`src/rtl/mbs_pkg.sv`:
```
package mbs_pkg;
    localparam int KIND_W = 3;

    localparam logic [KIND_W-1:0] KD_MEM_RD  = KIND_W'(0);
    localparam logic [KIND_W-1:0] KD_MEM_WR  = KIND_W'(1);
    localparam logic [KIND_W-1:0] KD_IO_RD   = KIND_W'(2);
    localparam logic [KIND_W-1:0] KD_IO_WR   = KIND_W'(3);
    localparam logic [KIND_W-1:0] KD_REFRESH = KIND_W'(4);

    typedef enum logic [2:0] {
        PH_IDLE = 3'd0,
        PH_T1   = 3'd1,
        PH_T2   = 3'd2,
        PH_T3   = 3'd3,
        PH_T4   = 3'd4
    } phase_e;

    typedef struct packed {
        logic bhe_n;
        logic ad0;
        logic legal;
        logic refresh;
        logic write;
    } lane_t;
endpackage

```
`src/rtl/mbs_lane_enc.sv`:
```
module mbs_lane_enc
    import mbs_pkg::*;
#(
    parameter int KW = 3
) (
    input  logic [KW-1:0] kind,
    input  logic          a0,
    input  logic          word,
    output lane_t         lane
);
    always_comb begin
        lane = '{bhe_n: 1'b1, ad0: 1'b1, legal: 1'b0, refresh: 1'b0, write: 1'b0};
        case (kind)
            KW'(KD_REFRESH): begin
                lane.legal   = 1'b1;
                lane.refresh = 1'b1;
            end
            KW'(KD_MEM_RD), KW'(KD_MEM_WR), KW'(KD_IO_RD), KW'(KD_IO_WR): begin
                lane.write = kind[0];
                if (word) begin
                    lane.legal = !a0;
                    lane.bhe_n = 1'b0;
                    lane.ad0   = 1'b0;
                end else begin
                    lane.legal = 1'b1;
                    lane.bhe_n = !a0;
                    lane.ad0   = a0;
                end
            end
            default: lane.legal = 1'b0;
        endcase
    end
endmodule

```
`src/rtl/mbs_phase_seq.sv`:
```
module mbs_phase_seq
    import mbs_pkg::*;
(
    input  logic   clk,
    input  logic   rst_n,
    input  logic   hold,
    input  logic   req_valid,
    input  logic   req_legal,
    output phase_e phase,
    output logic   start,
    output logic   err
);
    phase_e phase_nx;
    logic   can_take;

    assign can_take = (phase == PH_IDLE || phase == PH_T4) && req_valid && !hold;
    assign start    = can_take && req_legal;

    always_comb begin
        unique case (phase)
            PH_IDLE: phase_nx = start ? PH_T1 : PH_IDLE;
            PH_T1:   phase_nx = PH_T2;
            PH_T2:   phase_nx = PH_T3;
            PH_T3:   phase_nx = PH_T4;
            PH_T4:   phase_nx = start ? PH_T1 : PH_IDLE;
            default: phase_nx = PH_IDLE;
        endcase
    end

    always_ff @(posedge clk) begin
        if (!rst_n) begin
            phase <= PH_IDLE;
            err   <= 1'b0;
        end else begin
            phase <= phase_nx;
            err   <= can_take && !req_legal;
        end
    end

    AST_T1_TO_T2: assert property (@(posedge clk) disable iff (!rst_n)
        phase == PH_T1 |=> phase == PH_T2);
    AST_T2_TO_T3: assert property (@(posedge clk) disable iff (!rst_n)
        phase == PH_T2 |=> phase == PH_T3);
    AST_T3_TO_T4: assert property (@(posedge clk) disable iff (!rst_n)
        phase == PH_T3 |=> phase == PH_T4);
    AST_ERR_NO_CYCLE: assert property (@(posedge clk) disable iff (!rst_n)
        err |-> phase != PH_T1);
    AST_BUSY_NO_ERR: assert property (@(posedge clk) disable iff (!rst_n)
        (phase inside {PH_T1, PH_T2, PH_T3}) |=> !err);
endmodule

```
`src/rtl/mbs_den_ctl.sv`:
```
module mbs_den_ctl
    import mbs_pkg::*;
(
    input  logic   clk,
    input  logic   rst_n,
    input  logic   start,
    input  logic   req_write,
    input  logic   req_refresh,
    input  phase_e phase,
    input  logic   cyc_refresh,
    output logic   dtr,
    output logic   den_n
);
    logic dtr_prev;
    logic dir_flip;

    always_ff @(posedge clk) begin
        if (!rst_n) begin
            dtr      <= 1'b0;
            dtr_prev <= 1'b0;
        end else begin
            dtr_prev <= dtr;
            if (start && !req_refresh) dtr <= req_write;
        end
    end

    assign dir_flip = dtr != dtr_prev;

    always_comb begin
        den_n = 1'b1;
        if ((phase == PH_T2 || phase == PH_T3) && !cyc_refresh && !dir_flip)
            den_n = 1'b0;
    end

    AST_DTR_MOVES_AT_T1: assert property (@(posedge clk) disable iff (!rst_n)
        !$stable(dtr) |-> phase == PH_T1);
    AST_DEN_OFF_ON_FLIP: assert property (@(posedge clk) disable iff (!rst_n)
        !$stable(dtr) |-> den_n);
endmodule

```
`src/rtl/mux_bus_strobe_gen.sv`:
```
module mux_bus_strobe_gen
    import mbs_pkg::*;
#(
    parameter int KIND_W = mbs_pkg::KIND_W
) (
    input  logic              clk,
    input  logic              rst_n,
    input  logic              hold_i,
    input  logic              req_valid_i,
    input  logic [KIND_W-1:0] req_kind_i,
    input  logic              req_a0_i,
    input  logic              req_word_i,
    input  logic              req_bus8_i,
    output logic [2:0]        phase_o,
    output logic              req_err_o,
    output logic              bhe_n_o,
    output logic              bhe_oe_o,
    output logic              ad0_o,
    output logic              ad_oe_o,
    output logic              bsize8_o,
    output logic              den_n_o,
    output logic              den_oe_o,
    output logic              dtr_o
);
    lane_t  lane_in;
    lane_t  cyc_q;
    logic   bus8_q;
    phase_e phase;
    logic   start;
    logic   den_int;
    logic   dtr_int;
    logic   in_cycle;

    mbs_lane_enc #(.KW(KIND_W)) u_enc (
        .kind (req_kind_i),
        .a0   (req_a0_i),
        .word (req_word_i),
        .lane (lane_in)
    );

    mbs_phase_seq u_seq (
        .clk       (clk),
        .rst_n     (rst_n),
        .hold      (hold_i),
        .req_valid (req_valid_i),
        .req_legal (lane_in.legal),
        .phase     (phase),
        .start     (start),
        .err       (req_err_o)
    );

    mbs_den_ctl u_den (
        .clk         (clk),
        .rst_n       (rst_n),
        .start       (start),
        .req_write   (lane_in.write),
        .req_refresh (lane_in.refresh),
        .phase       (phase),
        .cyc_refresh (cyc_q.refresh),
        .dtr         (dtr_int),
        .den_n       (den_int)
    );

    always_ff @(posedge clk) begin
        if (!rst_n) begin
            cyc_q  <= '{bhe_n: 1'b1, ad0: 1'b1, legal: 1'b0, refresh: 1'b0, write: 1'b0};
            bus8_q <= 1'b0;
        end else if (start) begin
            cyc_q  <= lane_in;
            bus8_q <= req_bus8_i;
        end
    end

    assign in_cycle = phase != PH_IDLE;
    assign phase_o  = phase;

    always_comb begin
        bhe_oe_o = 1'b0;
        bhe_n_o  = 1'b1;
        ad_oe_o  = 1'b0;
        ad0_o    = 1'b1;
        den_oe_o = 1'b0;
        den_n_o  = 1'b1;
        bsize8_o = 1'b0;
        dtr_o    = 1'b0;
        if (rst_n) begin
            dtr_o    = dtr_int;
            bsize8_o = in_cycle && bus8_q;
            ad_oe_o  = (phase == PH_T1) ||
                       ((phase inside {PH_T2, PH_T3, PH_T4}) && cyc_q.write);
            ad0_o    = ad_oe_o ? cyc_q.ad0 : 1'b1;
            if (!hold_i) begin
                bhe_oe_o = 1'b1;
                bhe_n_o  = in_cycle ? cyc_q.bhe_n : 1'b1;
                den_oe_o = 1'b1;
                den_n_o  = den_int;
            end
        end
    end

    AST_HOLD_FLOAT: assert property (@(posedge clk) disable iff (!rst_n)
        hold_i |-> (!bhe_oe_o && !den_oe_o && bhe_n_o && den_n_o));
    AST_LANE_HELD: assert property (@(posedge clk) disable iff (!rst_n)
        ((phase inside {PH_T2, PH_T3, PH_T4}) && !hold_i && !$past(hold_i))
        |-> $stable(bhe_n_o));
    AST_REFRESH_NO_DEN: assert property (@(posedge clk) disable iff (!rst_n)
        (in_cycle && cyc_q.refresh) |-> den_n_o);
    AST_REFRESH_AD_FLOAT: assert property (@(posedge clk) disable iff (!rst_n)
        ((phase inside {PH_T2, PH_T3, PH_T4}) && cyc_q.refresh) |-> !ad_oe_o);
    AST_BSIZE_IDLE_LOW: assert property (@(posedge clk) disable iff (!rst_n)
        (phase_o == 3'd0) |-> !bsize8_o);
endmodule

```
`config.mk`:
```
export PLATFORM = sky130hd
export DESIGN_NAME = mux_bus_strobe_gen
export DESIGN_NICKNAME = d
export VERILOG_FILES = /design/src/rtl/mbs_pkg.sv /design/src/rtl/mbs_lane_enc.sv /design/src/rtl/mbs_phase_seq.sv /design/src/rtl/mbs_den_ctl.sv /design/src/rtl/mux_bus_strobe_gen.sv
export SDC_FILE = /design/constraint.sdc
export NUM_CORES = 1
export LEC_CHECK = 0
export BUFFER_PORTS_ARGS = -buffer_cell sky130_fd_sc_hd__buf_2
export CORE_AREA = 2 2 39 41
export DETAILED_ROUTE_END_ITERATION = 10
export DIE_AREA = 0 0 41 43
export PLACE_DENSITY = 0.71
export SYNTH_ARGS = -nofsm -noshare
export SYNTH_HDL_FRONTEND = slang
export SYNTH_SLANG_ARGS = --single-unit
```
`constraint.sdc`:
```
create_clock -name clk -period 3.8 [get_ports clk]
set_clock_uncertainty 0.15 [all_clocks]
set_input_delay 0.19 -clock clk [delete_from_list [all_inputs] [get_ports clk]]
set_output_delay 0.19 -clock clk [all_outputs]
set_load 0.02 [all_outputs]
```
Word-level counts from Yosys, hierarchy flattened:

Index checks and enable logic that the tools add are counted.

* word-level logic and storage cells: 62
* output and inout bits: 12
* register bits: 11

* eq/ne operators: 9
* reduce and logical (&&, ||, !) cells: 24
* mux-type cells: 20

Operator list (number)
* $mux W1: 16
* $eq A3 B2 Y1 const B: 4
* $pmux W3 S4: 1
* $logic_and A1 B1 Y1: 9
* $eq A3 B1 Y1 const B: 2
* $eq A3 B3 Y1 const B: 2
* $logic_not A1 Y1: 6
* $logic_not A3 Y1: 2
* $reduce_bool A3 Y1: 2
* $reduce_or A4 Y1: 1
* $logic_or A1 B1 Y1: 3
* $mux W3: 1
* $mux W2: 1
* $pmux W1 S2: 1
* $reduce_or A2 Y1: 1
* $ne A1 B1 Y1: 1

Longest topological paths before layout:

Gate-level depths: netlist (run 1).

* depth in word-level cells: 7
* depth in mapped cells: 4

Cells and area by module:

A second synthesis (run 1) with hierarchy kept.

* cells, all modules: 60
* area, all modules: 590.6 µm²

By module, submodules not included
* mux_bus_strobe_gen: times used 1, seq. area each 100.1 µm², area an instance 284.0 µm², cells each 30
* mbs_phase_seq: times used 1, seq. area each 80.1 µm², area an instance 160.2 µm², cells each 12
* mbs_den_ctl: times used 1, seq. area each 40.0 µm², area an instance 92.6 µm², cells each 10
* mbs_lane_enc: times used 1, seq. area each 0.0 µm², area an instance 53.8 µm², cells each 8

Least setup slack after synthesis (run 1):

OpenSTA, ideal clock, no wires.

* path kind: register to output
* from: register u_seq.phase[1]
* to: output port den_n_o
* data arrival time: 1.315 ns
* stages on the path, launching flop included: 3
* slack: 2.145 ns
* buffers on the path: 0
* data required time: 3.460 ns
* path through: dfxtp_1 > nand2b_1 > or4_1

* longest elaborated chain between the ends: 7

Ends and longest elaborated chain
* from (decl): RTL line mbs_phase_seq.sv:9 `output phase_e phase,`
* from (signal assigned): RTL line mbs_phase_seq.sv:35 `phase <= phase_nx;`
* $eq A3 B2 Y1: RTL line mbs_den_ctl.sv:31 `if ((phase == PH_T2 || phase == PH_T3) && !cyc_refresh && !dir_flip)`
* $logic_or A1 B1 Y1 (*): RTL line mbs_den_ctl.sv:31
* $logic_and A1 B1 Y1 (*) (2 in a row): RTL line mbs_den_ctl.sv:31
* $mux W1 (*): RTL line mbs_den_ctl.sv:31
* $mux W1 (*): RTL line mux_bus_strobe_gen.sv:92 `if (!hold_i) begin`
* $mux W1 (*): RTL line mux_bus_strobe_gen.sv:86 `if (rst_n) begin`
* to (decl): RTL line mux_bus_strobe_gen.sv:21 `output logic den_n_o,`

Mark *: on every way between the ends. The rest lies on a longest branch, timed or not.

Worst setup path after layout (run 1):

Same ends and word-level chain as after synthesis.

==> metrics.cfg, run 1 <==
[status]
outcome=completed

[global_routing]
grt_pass1_wl_um=2014
groute.usage.overall=0.1712
grt_pass1_vias=484
grt_max_degree=11
grt_overflow=0
antenna_found_initial=0

[synthesis]
synth_top_area_frac=0.4151
ys_ff_latch=11
syn-num-nets=71
ys_warn_count=0
ys_top_cells_by_area=dfxtp_1 (42%), mux2i_1 (7.5%), nand2_1 (5.0%)
synth.lib_cells_used.distinct=25
syn_avg_cell_area_um2=8.697
synth_area_leader_cell=dfxtp_1
ys_seq_area_frac=0.4151
syn_inst=61
syn_area_um2=530.5

[clock_tree]
clockBufferDepth=2
tritoncts=yes
clk_pin_slew_ns=0.07
hold_buffers=0
htree_levels=1
cts_setup_buffers=0
ctsResizeCount=0
cts_root_buffer=clkbuf_4
cts_buffers=3
clock_latency_ns=0.27
cts_sinks=11

[worst_setup_path]
path_cells=nand2b_1 > or4_1 > buf_2
cp.required_ns=3.46
r2r_slack_ns=2.34
end_kind=primary output
start_kind=flop
path_class=reg -> out
critPathArrivalTime_ns=1.59
max_stage_delay_ns=0.50
critical_path.max_fanout=8
path_buf_inv=1
cp_slowest_cell=dfxtp_1
crit_family=simple AND/OR/NAND/NOR gates

[layout]
fin_nets=95
post-route-util=0.4837
stdcell_area_um2=669.4
syn2layout_area_growth_pct=26.18
instances_no_fill=100
diodes=0
final_layout_size_suffix_gt1_frac=0.3452

[power]
vdd_drop_max_v=0.0001886
power_density_mw_per_mm2=367.1
leakagePower_uw=0.0003321

[floorplanning]
die_y_um=43
num_rows=14
start_util=0.3834
dieArea_mm2=0.001763
ioPinCount=22
coreArea_mm2=0.001384
die_w_um=41

[sta]
rsz0062_at_grt=no
worstMarginPinSlew_ns=0.4822
fmax_ghz=0.5194
finalSetupViolations=0
setup_slack_ns=1.875
maxSlewHeadroom=0.6779
timing.final.hold_violations=0
min_period_ns=1.925
slew_violations=0
fin_crit_sh=0.5067
setup_tns_ns=0

[detailed_routing]
final_antenna_net_count=0
postRouteWirelength_um=1202
drt_pass1_iterations=4
initialDrtViolationCount=6
avgRoutedWirePerCell_um=12.02
viasPerCell=5.070
drc=0
vias=507

[min_path]
min_path_type=in -> reg

[placement]
io_buffers=21
place.gp.congestion=0.7574
dp.cells=96
detailed_place_hpwl_um=920.6
dpl_cell_area_um2=643.1
pre_cts_slack_ns=2.188

[flow_run]
cap_violations=0

## cell families after synthesis
kind of cell    after synthesis  share of synthesized area
xor+xnor                      2                    0.03302
compound gates                8                     0.1038
flops                        11                     0.4151
simple gates                 31                     0.3279
buf+inv                       5                    0.04481
mux                           4                    0.07547
## power by group
| part | total (µW) | leakage, µW | internal, µW | switching (µW) |
|---|---|---|---|---|
| sequential | 125 | 0.0000892 | 119 | 5.33 |
| combinational | 40.1 | 0.000228 | 16.5 | 23.6 |
| clock | 80.8 | 0.0000150 | 40.7 | 40.2 |
| total | 246 | 0.000332 | 177 | 69.0 |
## stage by stage
| step | hold WS, ns | power [µW] |
|---|---|---|
| 5_1_grt | 0.03051 | 257.8 |
| 3_5_place_dp | 0.2959 | 167.6 |
| 3_3_place_gp | 0.2885 | 166.6 |
| 2_1_floorplan | 0.1662 | 153.4 |
| 4_1_cts | 0.01178 | 247.3 |
| 6_report | 0.009232 | 245.7 |
## cell usage after synthesis
library cell,count
or2_2,2
inv_1,3
xor2_1,1
a21bo_2,1
nor3b_1,1
a32oi_1,1
or3_1,1
o21bai_1,1
nand2_1,7
nor2_1,7
nor4_1,1
nand2b_1,2
nor3_1,4
or3b_1,1
mux2i_1,4
xnor2_1,1
or4_1,1
o21ai_2,1
nor4b_4,1
a21oi_1,4
dfxtp_1,11
nand3_1,2
buf_2,1
and2_1,1
buf_4,1
## routing by layer
layer / wire [µm] / global-route usage
met1: 582 / 0.2110
met3: 81 / 0.03141
met4: 38 / 0.1400
met5: 0 / 0
met2: 500 / 0.2438
## worst min-delay path: cells and delay by family
kind	cells	cell delay, ns
buffers and inverters	1	0.11
AND/OR/NAND/NOR	2	0.09
## sequential cells by signal (all words and copies together), names as in the netlist
name / flops
u_seq.phase: 3
u_den.dtr_prev: 1
cyc_q: 4
u_seq.err: 1
bus8_q: 1
u_den.dtr: 1
## cells in the final DEF, fill, tap and decap left out, drive strengths merged
cell type	count
a21bo	1
a21oi	4
a32oi	1
and2	1
buf	21
clkbuf	4
dfxtp	11
inv	3
mux2i	4
nand2	7
nand2b	2
nand3	2
nor2	7
nor3	4
nor3b	1
nor4	1
nor4b	1
o21ai	1
o21bai	1
or2	2
or3	1
or3b	1
or4	1
xnor2	1
xor2	1
## area by class of cell
class	instances	area (µm²)
inverters	3	11.26
clock buffers	4	26.28
repair buffers	21	105.1
well taps	16	20.02
fillers	139	714.4
flip-flops and latches	11	220.2
multi-input cells	45	286.5
## worst paths after layout
path / start / endpoint / depth (start not counted)
max reg2reg: u_seq.phase[0] / cyc_q[1] / 3
min: req_valid_i / u_seq.err / 3
max: u_seq.phase[1] / den_n_o / 3
min reg2reg: cyc_q[1] / cyc_q[1] / 2
Note: power is estimated with default switching activity, not from simulation.
==> run 2: changes to the inputs <==
Settings changed: ABC_AREA from default to 1, PLACE_DENSITY 0.71 to 0.73.
Clock period 3.8 ns to 1.95 ns, I/O delays scaled along.
==> run 2 against run 1 <==
Compared with the run above: cell count up 17%; non-clock buffer count up 3; critical endpoint is now ad0_o; largest power group unchanged; largest cell class unchanged; utilization up 3.3 points; register-to-register slack worse by 1.6 ns; highest routed layer unchanged; routed wire length up 1.7%.
==> metrics.cfg, run 2 <==
[status]
outcome=completed

[worst_setup_path]
crit_top_cell=buf_2
critical_path.max_fanout=9
critPathArrivalTime_ns=1.44
cp.required_ns=1.70
max_stage_delay_ns=0.52
end_kind=primary output
path_class=in -> out
cp_slowest_cell=dlygate4sd3_1
path_buf_inv=4
start_kind=input pin
path_cells=dlygate4sd3_1 > buf_2 > inv_2 > a21oi_1 > o2111ai_1 > buf_2
crit_family=buffers and inverters

[clock_tree]
cts_setup_buffers=0
tritoncts=yes
ctsResizeCount=0
clk_pin_slew_ns=0.07
clock_latency_ns=0.28
cts_root_buffer=clkbuf_4
cts_sinks=11
htree_levels=1
clockBufferDepth=2
hold_buffers=3
cts_buffers=3

[synthesis]
synth_most_common_cell=nand2_1
synthAdderAreaFrac=0
synth_top_area_frac=0.4009
synth_xor_area_frac=0.01595
synth_edf_count=0
ys_seq_area_frac=0.4009
syn_avg_cell_area_um2=7.324
synth_ff_type=dfxtp_1
synthTopCellsByCount=nand2_1 (15), dfxtp_1 (11), inv_1 (9)
synth_area_leader_cell=dfxtp_1
synth-simple-area-share=0.3759
ys_top_cells_by_area=dfxtp_1 (40%), nand2_1 (10%), nand3_1 (7.3%)
syn-num-nets=85
ys_ff_latch=11
syn_inst=75
synthMuxAreaShare=0
async_flop_share=0
synth_top_family_by_area=simple AND/OR/NAND/NOR gates
synth_compound_gate_area_share=0.1048
synth.lib_cells_used.distinct=20
ys_warn_count=0
syn_area_um2=549.3

[placement]
pre_cts_slack_ns=0.6855
detailed_place_hpwl_um=926.8
io_buffers=21
dp.cells=110
place.gp.congestion=0.7132

[layout]
instances_no_fill=117
largest_reg_flops=4
fillers=139
final_layout_size_suffix_gt1_frac=0.3267
fin_nets=112
mostFrequentLayoutCells=buf_2 (21), nand2_1 (15), dfxtp_1 (11), inv_1 (9)
diodes=0
reg_top3=cyc_q: 4 flops, u_seq.phase: 3 flops
regMostFlops=cyc_q
layout_commonest_cell=buf_2
syn2layout_area_growth_pct=30.30

[detailed_routing]
drc=0
postRouteWirelength_um=1222
initialDrtViolationCount=20
viasPerCell=4.718
final_antenna_net_count=0
drt_pass1_iterations=4
vias=552
avgRoutedWirePerCell_um=10.44

[sta]
fmax_ghz=0.5925
slew_violations=0
fin_crit_sh=0.8655
setup_tns_ns=0
rsz0062_at_grt=no
timing.final.hold_violations=0
finalSetupViolations=0
maxSlewHeadroom=0.8597
min_period_ns=1.688
worstMarginPinSlew_ns=0.2097
setup_slack_ns=0.2622

[floorplanning]
ioPinCount=22
start_util=0.3969
coreArea_mm2=0.001384
die_y_um=43
die_w_um=41
dieArea_mm2=0.001763
num_rows=14

[min_path]
min_path_type=in -> reg

[global_routing]
grt_overflow=0
grt.busiest_layer=met2
use_met1=0.1792
groute.usage.overall=0.1653
met3_usage=0.03141
grt_pass1_vias=490
grt_max_degree=10
grtUsageMet2=0.2750
grt_pass1_wl_um=1938
antenna_found_initial=0

[power]
power_density_mw_per_mm2=699.8
vdd_drop_max_v=0.0002792
leakagePower_uw=0.0003765
p_total_uw=500.8

[flow_run]
cap_violations=0

## run 2: cell count changes after synthesis, moves of 2 or more
| cell | change |
|---|---|
| nand2_1 | +8 |
| inv_1 | +6 |
| nand3_1 | +6 |
| mux2i_1 | -4 |
| nand2_2 | +3 |
| nor3_1 | -3 |
| inv_2 | +2 |
| nand2b_1 | -2 |
| nand4_1 | +2 |
| o21ai_0 | +2 |
| or2_2 | -2 |
## run 2: cells by family (layout without fill, tap and decap cells)
family | Yosys count | after routing
AO/OA/AOI/OAI | 9 | 9
AND/OR/NAND/NOR | 41 | 41
buffers and inverters | 13 | 39
flip-flops | 11 | 11
XOR/XNOR | 1 | 1
## run 2: path summary, 6_finish.rpt
kind	start	endpoint	slack, ns	cells past startpoint
worst max-delay path	rst_n	ad0_o	0.26	6
worst min-delay path	req_valid_i	u_seq.err	0.02	3
worst max register to register	u_seq.phase[1]	u_den.dtr	0.72	6
worst min register to register	cyc_q[4]	cyc_q[4]	0.32	2
## run 2: area by class of cell
class                           count  area [µm²]  area share
Tap cell                           16       20.02     0.02797
Clock buffer                        4       26.28     0.03671
Sequential cell                    11       220.2      0.3077
Inverter                           11       41.29     0.05769
Multi-Input combinational cell     51       272.8      0.3811
Timing Repair Buffer               24       135.1      0.1888
## run 2: worst reg2reg max path, stage by stage, from the launching register on
cell and delay, ns:
dfxtp_1 0.36, nor2_2 0.11, nand2_2 0.10, nor2_8 0.14
nand3_1 0.12, nand2_1 0.08, nand2_1 0.06
## run 2: metrics by stage
step	instance area [µm²]	utilization	hold WS, ns
5_1_grt	715.7	0.5172	0.02226
3_5_place_dp	659.4	0.4765	0.2296
6_report	715.7	0.5172	0.02463
3_3_place_gp	659.4	0.4765	0.2278
4_1_cts	715.7	0.5172	0.02038
2_1_floorplan	549.3	-	0.08332
## run 2: layer usage
layer | vias up | routed length (µm)
met5 | - | 0
met4 | 0 | 18
met3 | 2 | 57
met2 | 19 | 639
met1 | 237 | 506
li1 | 294 | -
## run 2: power breakdown
part / internal, µW / switching (µW)
registers: 235 / 7.66
clock network: 79.4 / 83.6
logic: 36.0 / 59.4
total: 350 / 151
